--- config.mk ---
export PLATFORM = sky130hd
export DESIGN_NAME = sad_rowcast_engine
export DESIGN_NICKNAME = d
export VERILOG_FILES = /design/src/rtl/sadrb_pkg.sv /design/src/rtl/sadrb_row_array.sv /design/src/rtl/sadrb_psum_stage.sv /design/src/rtl/sadrb_scan_seq.sv /design/src/rtl/sad_rowcast_engine.sv
export SDC_FILE = /design/constraint.sdc
export NUM_CORES = 1
export LEC_CHECK = 0
export ABC_AREA = 0
export ABC_CLOCK_PERIOD_IN_PS = 17100
export BUFFER_PORTS_ARGS = -buffer_cell sky130_fd_sc_hd__buf_2
export CAP_MARGIN = 30
export CORE_ASPECT_RATIO = 1.1
export CORE_MARGIN = 4
export CORE_UTILIZATION = 40
export DETAILED_ROUTE_END_ITERATION = 7
export GPL_ROUTABILITY_DRIVEN = 0
export HOLD_SLACK_MARGIN = 0.03
export PLACE_DENSITY = 0.58
export SYNTH_ARGS = -nofsm -noshare
export SYNTH_HDL_FRONTEND = slang
export SYNTH_SLANG_ARGS = --single-unit
--- constraint.sdc ---
create_clock -name clk -period 17.1 [get_ports clk]
set_clock_uncertainty 0.1 [all_clocks]
set_input_delay 3.42 -clock clk [delete_from_list [all_inputs] [get_ports clk]]
set_output_delay 3.42 -clock clk [all_outputs]
set_load 0.05 [all_outputs]
--- src/rtl/sadrb_pkg.sv ---
package sadrb_pkg;

  // Pixel format is fixed: unsigned 8-bit samples.
  localparam int PIX_W = 8;

  typedef logic [PIX_W-1:0] pix_t;

  // Absolute difference of two pixels.
  function automatic pix_t abs_diff(pix_t a, pix_t b);
    return (a >= b) ? pix_t'(a - b) : pix_t'(b - a);
  endfunction

  // Width needed to hold the sum of cnt pixel differences.
  function automatic int sum_width(int cnt);
    return PIX_W + $clog2(cnt);
  endfunction

  // Signed displacement from a 0-based scan index and the range radius.
  function automatic int idx_to_disp(int idx, int radius);
    return idx - radius;
  endfunction

endpackage

--- src/rtl/sadrb_row_array.sv ---
module sadrb_row_array
  import sadrb_pkg::*;
#(
  parameter int N = 4,
  localparam int ROW_W = N * PIX_W,
  localparam int RS_W = PIX_W + $clog2(N)
) (
  input  logic             clk,
  input  logic             rst_n,
  input  logic             load,
  input  logic [ROW_W-1:0] cur_row_in,
  input  logic [ROW_W-1:0] ref_row,
  output logic [RS_W-1:0]  row_sad
);

  // Current pixels held in the processing elements.
  pix_t cur_q [N];

  for (genvar j = 0; j < N; j++) begin : g_pe
    always_ff @(posedge clk or negedge rst_n) begin
      if (!rst_n)
        cur_q[j] <= '0;
      else if (load)
        cur_q[j] <= cur_row_in[j*PIX_W +: PIX_W];
    end
  end

  // One-dimensional reduction of the N differences.
  always_comb begin
    row_sad = '0;
    for (int j = 0; j < N; j++)
      row_sad = row_sad + RS_W'(abs_diff(cur_q[j], ref_row[j*PIX_W +: PIX_W]));
  end

endmodule

--- src/rtl/sadrb_psum_stage.sv ---
module sadrb_psum_stage
  import sadrb_pkg::*;
#(
  parameter int N = 4,
  localparam int ROW_W = N * PIX_W,
  localparam int RS_W = PIX_W + $clog2(N),
  localparam int SAD_W = PIX_W + 2 * $clog2(N)
) (
  input  logic             clk,
  input  logic             rst_n,
  input  logic             load,
  input  logic [ROW_W-1:0] cur_row_in,
  input  logic [ROW_W-1:0] ref_even,
  input  logic [ROW_W-1:0] ref_odd,
  input  logic             use_odd,
  input  logic [SAD_W-1:0] psum_in,
  output logic [SAD_W-1:0] psum_out
);

  logic [ROW_W-1:0] ref_pick;
  logic [RS_W-1:0]  row_sad;

  // Each stage picks the port of the column its candidate belongs to.
  assign ref_pick = use_odd ? ref_odd : ref_even;

  sadrb_row_array #(.N(N)) row_i (
    .clk       (clk),
    .rst_n     (rst_n),
    .load      (load),
    .cur_row_in(cur_row_in),
    .ref_row   (ref_pick),
    .row_sad   (row_sad)
  );

  always_ff @(posedge clk or negedge rst_n) begin
    if (!rst_n)
      psum_out <= '0;
    else
      psum_out <= psum_in + SAD_W'(row_sad);
  end

endmodule

--- src/rtl/sadrb_scan_seq.sv ---
module sadrb_scan_seq #(
  parameter int P = 2,
  localparam int SPAN = 2 * P + 1,
  localparam int CIW = (SPAN > 1) ? $clog2(SPAN) : 1
) (
  input  logic           clk,
  input  logic           rst_n,
  input  logic           start,
  output logic           active,
  output logic [CIW-1:0] col,
  output logic [CIW-1:0] row
);

  localparam logic [CIW-1:0] IDX_LAST = CIW'(SPAN - 1);

  logic at_last;
  assign at_last = (col == IDX_LAST) && (row == IDX_LAST);

  always_ff @(posedge clk or negedge rst_n) begin
    if (!rst_n) begin
      active <= 1'b0;
      col    <= '0;
      row    <= '0;
    end else if (!active) begin
      if (start) begin
        active <= 1'b1;
        col    <= '0;
        row    <= '0;
      end
    end else if (at_last) begin
      active <= 1'b0;
      col    <= '0;
      row    <= '0;
    end else if (row == IDX_LAST) begin
      row <= '0;
      col <= col + 1'b1;
    end else begin
      row <= row + 1'b1;
    end
  end

endmodule

--- src/rtl/sad_rowcast_engine.sv ---
module sad_rowcast_engine
  import sadrb_pkg::*;
#(
  parameter int N = 4,
  parameter int P = 2,
  localparam int SPAN = 2 * P + 1,
  localparam int CIW = (SPAN > 1) ? $clog2(SPAN) : 1,
  localparam int CW = CIW + 1,
  localparam int ROW_W = N * PIX_W,
  localparam int BLK_W = N * ROW_W,
  localparam int SAD_W = PIX_W + 2 * $clog2(N)
) (
  input  logic                 clk,
  input  logic                 rst_n,
  input  logic                 cur_load,
  input  logic [BLK_W-1:0]     cur_blk,
  input  logic                 start,
  input  logic [ROW_W-1:0]     ref_even,
  input  logic [ROW_W-1:0]     ref_odd,
  output logic                 out_valid,
  output logic [SAD_W-1:0]     out_sad,
  output logic signed [CW-1:0] out_dx,
  output logic signed [CW-1:0] out_dy
);

  // Scan sequencer state, visible to the checker.
  logic           seq_active;
  logic [CIW-1:0] seq_col;
  logic [CIW-1:0] seq_row;

  sadrb_scan_seq #(.P(P)) seq_i (
    .clk   (clk),
    .rst_n (rst_n),
    .start (start),
    .active(seq_active),
    .col   (seq_col),
    .row   (seq_row)
  );

  // Candidate tags, delayed one cycle per stage of the chain.
  logic                 tag_act [N];
  logic                 tag_odd [N];
  logic signed [CW-1:0] tag_dx  [N];
  logic signed [CW-1:0] tag_dy  [N];

  assign tag_act[0] = seq_active;
  assign tag_odd[0] = seq_col[0];
  assign tag_dx[0]  = CW'(idx_to_disp(int'(seq_col), P));
  assign tag_dy[0]  = CW'(idx_to_disp(int'(seq_row), P));

  for (genvar i = 1; i < N; i++) begin : g_tag
    always_ff @(posedge clk or negedge rst_n) begin
      if (!rst_n) begin
        tag_act[i] <= 1'b0;
        tag_odd[i] <= 1'b0;
        tag_dx[i]  <= '0;
        tag_dy[i]  <= '0;
      end else begin
        tag_act[i] <= tag_act[i-1];
        tag_odd[i] <= tag_odd[i-1];
        tag_dx[i]  <= tag_dx[i-1];
        tag_dy[i]  <= tag_dy[i-1];
      end
    end
  end

  // Vertical chain of partial sums.
  logic [SAD_W-1:0] psum [N+1];
  assign psum[0] = '0;

  for (genvar i = 0; i < N; i++) begin : g_stage
    sadrb_psum_stage #(.N(N)) stage_i (
      .clk       (clk),
      .rst_n     (rst_n),
      .load      (cur_load),
      .cur_row_in(cur_blk[i*ROW_W +: ROW_W]),
      .ref_even  (ref_even),
      .ref_odd   (ref_odd),
      .use_odd   (tag_odd[i]),
      .psum_in   (psum[i]),
      .psum_out  (psum[i+1])
    );
  end

  assign out_sad = psum[N];

  always_ff @(posedge clk or negedge rst_n) begin
    if (!rst_n) begin
      out_valid <= 1'b0;
      out_dx    <= '0;
      out_dy    <= '0;
    end else begin
      out_valid <= tag_act[N-1];
      out_dx    <= tag_dx[N-1];
      out_dy    <= tag_dy[N-1];
    end
  end

endmodule

==> Implementation_results.wiki <==
{| class="wikitable"
! Metric !! Value
|-
| Main synth FF type || sky130_fd_sc_hd__dfrtp_1
|-
| Drc violations || 0
|-
| Area used by multi-input combinational logic || 0.0146 mm2
|-
| Number of global-route vias before repair || 17822
|-
| Largest stage delay on the critical path || 0.66 ns
|-
| Count of distinct cell types in the synthesized netlist || 48
|-
| Async set or reset register ratio after synthesis || 100%
|-
| Slew Limit Headroom || 37.8%
|-
| Result of the run || completed
|-
| Source-to-sink clock delay at the later pin of the worst-skew pair || 0.58 ns
|-
| Cts hold-fix bufs || 0
|-
| Post-layout worst setup margin || 7.88 ns
|-
| Via count || 17107
|-
| Cts repair resizes || 0
|-
| Number of levels in the clock H-tree || 1
|-
| Count of standard-cell rows || 89
|-
| Number of synthesized flops with an enable pin || 0
|-
| Estimated wirelength of the detail-placed design || 52.2 mm
|-
| Fraction of final layout cells with drive strength greater than 1 || 12.5%
|-
| Critical Path Slowest Stage Cell || sky130_fd_sc_hd__mux2i_1
|-
| Avg Inst Size Synth || 9.26 um2
|-
| Pre-CTS setup slack || 7.35 ns
|-
| Count of max-cap constraint violations || 0
|-
| Setup repair after global routing missed its margin || no
|-
| # IOs || 217
|-
| Number of clock sinks || 216
|-
| Kind of critical path || in -> reg
|-
| Syn_nets || 2971
|-
| Detailed Routing Iterations Pass 1 || 5
|-
| Highest Clock Rate || 109 MHz
|-
| Clock tree buffer depth || 3
|-
| Die Y || 253 um
|-
| Post-layout nets || 3149
|-
| DRC violation total after the first TritonRoute iteration || 1150
|-
| Final-layout fill cell count || 5330
|-
| Flip-flop and latch count after synthesis || 216
|-
| Final Hold Viols || 0
|-
| Setup_tns || 0 ns
|-
| CTS root buffer || sky130_fd_sc_hd__clkbuf_16
|-
| Min-Delay Path Depth || 0
|-
| First-pass GRT wire length || 97.7 mm
|-
| Initial core utilization || 40.5%
|-
| Count of nets left with antenna violations after detail routing || 0
|-
| Signal arrival time at the worst endpoint || 9.62 ns
|-
| Number of cells on the worst reg-to-reg path || 21
|-
| Number of buffers inserted by port buffering || 216
|-
| Wirelength, routed || 62.8 mm
|-
| Peak fanout along the critical path || 7
|-
| CP Cell Sequence || buf_2 > mux2i_1 > inv_1 > ha_1 > a21o_1 > a21o_1 > a211oi_4 > mux2i_1 > xnor2_1 > fa_1 > fa_1 > inv_1 > fa_1 > inv_1 > fa_1 > a21o_1 > a21o_1 > a311oi_1 > o21ai_0 > a21oi_1 > xnor2_1
|-
| Standard cell core area || 0.0539 mm2
|-
| Routed wire per std cell || 19.1 um
|-
| Layout Area Growth over Synthesis || 12.8%
|-
| Die area || 0.0584 mm2
|-
| Hold Worst Slack || 0.245 ns
|-
| Sequential-to-total area share from yosys stat || 24.7%
|-
| Post-layout minimum cycle time || 9.22 ns
|-
| Post-Synthesis Cell Area || 0.0218 mm2
|-
| Antenna violations before repair || 8
|-
| Startpoint kind of the worst setup timing path || primary input
|-
| Buffers inserted during post-CTS setup optimization || 0
|-
| Final core utilization || 45.7%
|-
| Type of destination of the critical path || register
|-
| Worst slew pin tran || 0.907 ns
|-
| Combined global-route utilization of all metal layers || 21.2%
|-
| CTS tree || done
|-
| Sequential cell area || 0.00541 mm2
|-
| Setup violations, final || 0
|-
| Synthesized instance count || 2358
|-
| Detailed-route vias per instance || 5.19
|-
| Chip Width || 231 um
|-
| Maximum number of pins on one net before global-route repair || 92
|-
| Synth warn || 0
|-
| Leftover overflow at the end of global routing || 0
|-
| Clock buffers created by TritonCTS || 29
|-
| Worst hold-check path type || reg -> reg
|-
| Required time worst endpoint || 17.50 ns
|-
| Max-slew violation total from the final report || 0
|-
| Part of the cycle the worst path needs || 53.9%
|-
| Register clock-pin slew on the reported worst setup and hold paths || 0.07 ns
|}
==> area by class of cell <==
cell class                 instances  area share, %
multi-input combinational       1663           59.4
sequential                       216           22.0
inverter                         402           6.12
timing repair buffer             224           4.70
tap                              728           3.70
clock buffer                      39           3.38
clock inverter                    15          0.675
antenna                            6         0.0609
==> stage by stage <==
stage,instance area (um2),instances
2_1_floorplan,21800,2358
3_3_place_gp,23600,3233
3_5_place_dp,23600,3233
4_1_cts,24600,3287
5_1_grt,24600,3293
6_report,24600,3293
==> flip-flops by register name (all words and copies together), names as in the netlist <==
register                     count
tag_act                          3
out_dx                           4
tag_dx                          12
seq_i.row                        3
g_stage.stage_i.psum_out        45
seq_i.col                        3
out_valid                        1
g_stage.stage_i.row_i.cur_q    128
tag_dy                          12
seq_i.active                     1
out_dy                           4
==> critical path: cells and delay by family <==
| kind | cells | cell delay, ns |
|---|---|---|
| xor gates and xnor gates | 2 | 0.24 |
| buffers and inverters | 4 | 0.39 |
| AOI/OAI and AO/OA | 8 | 2.16 |
| muxes | 2 | 0.93 |
| adders and majority gates | 5 | 2.46 |
==> final timing paths <==
path	end	from	slack [ns]
setup / recovery	g_stage[3].stage_i.psum_out[11]	ref_odd[21]	7.88
hold / removal	tag_act[1]	tag_act[2]	0.24
setup reg to reg	g_stage[3].stage_i.psum_out[11]	tag_dx[0]	9.73
hold reg to reg	tag_act[1]	tag_act[2]	0.24
max in group asynchronous	seq_i.col[0]	rst_n	12.83
min in group asynchronous	g_stage[3].stage_i.psum_out[10]	rst_n	2.71
==> synth_stat cells, drive strengths merged, types with 6 or more instances <==
library cell  instances  area share (%)
nand2               176             3.0
inv                 402             6.9
mux2                 29             1.5
nand3                25            0.57
and3                  6            0.17
buf                  18            0.34
and2                 12            0.36
a21oi               157             3.6
o21a                  6            0.21
and4                 13            0.52
nand2b                8            0.23
a211oi                7            0.53
fa                  117              11
mux2i               224              10
a31oi                25            0.72
ha                  300              17
nand4                19            0.54
nor3                  8            0.18
a21o                 84             2.9
a21boi               19            0.65
nand3b                7            0.24
xor2                 46             1.8
a221o                 8            0.37
clkbuf               59             1.0
xnor2                78             3.1
a221oi               12            0.56
nor2b                11            0.32
dfrtp               216              25
o21bai               32             1.1
o21ai               180             4.1
nor2                 33            0.57
==> per-layer routing <==
metal | up-vias | GRT usage, % | part of all wire (%)
met3 | 95 | 2.51 | 4.3
met5 | - | 0 | 0.021
met2 | 419 | 38.4 | 51
met4 | 2 | 6.84 | 3.0
met1 | 8347 | 26.3 | 42
li1 | 8244 | - | -
==> layout by cell type (no fill, tap or decap), drive strengths merged, types with 7 or more instances in the layout <==
| cell | n |
|---|---|
| and2 | 12 |
| xor2 | 46 |
| inv | 403 |
| nand3b | 7 |
| nor2 | 33 |
| mux2 | 29 |
| and4 | 13 |
| nor3 | 8 |
| ha | 300 |
| a21o | 84 |
| a31oi | 25 |
| xnor2 | 78 |
| o21bai | 32 |
| dfrtp | 216 |
| a221oi | 12 |
| nand3 | 25 |
| nand4 | 19 |
| a21oi | 157 |
| a221o | 8 |
| a21boi | 19 |
| nand2 | 176 |
| nand2b | 8 |
| nor2b | 11 |
| clkinv | 9 |
| mux2i | 224 |
| buf | 224 |
| clkbuf | 39 |
| fa | 117 |
| o21ai | 180 |
| a211oi | 7 |
==> cells by family after synthesis <==
| logic type | synth area share (%) |
|---|---|
| AOI/OAI and AO/OA | 15.6 |
| xor gates and xnor gates | 4.97 |
| adders and majority gates | 27.9 |
| buffers and inverters | 8.26 |
| DFF | 24.7 |
| muxes | 11.8 |
| and+or+nand+nor | 6.80 |
Power is left out: the tool's default activity adds up to more than one toggle a clock period on the data nets, which glitch-free logic cannot reach.
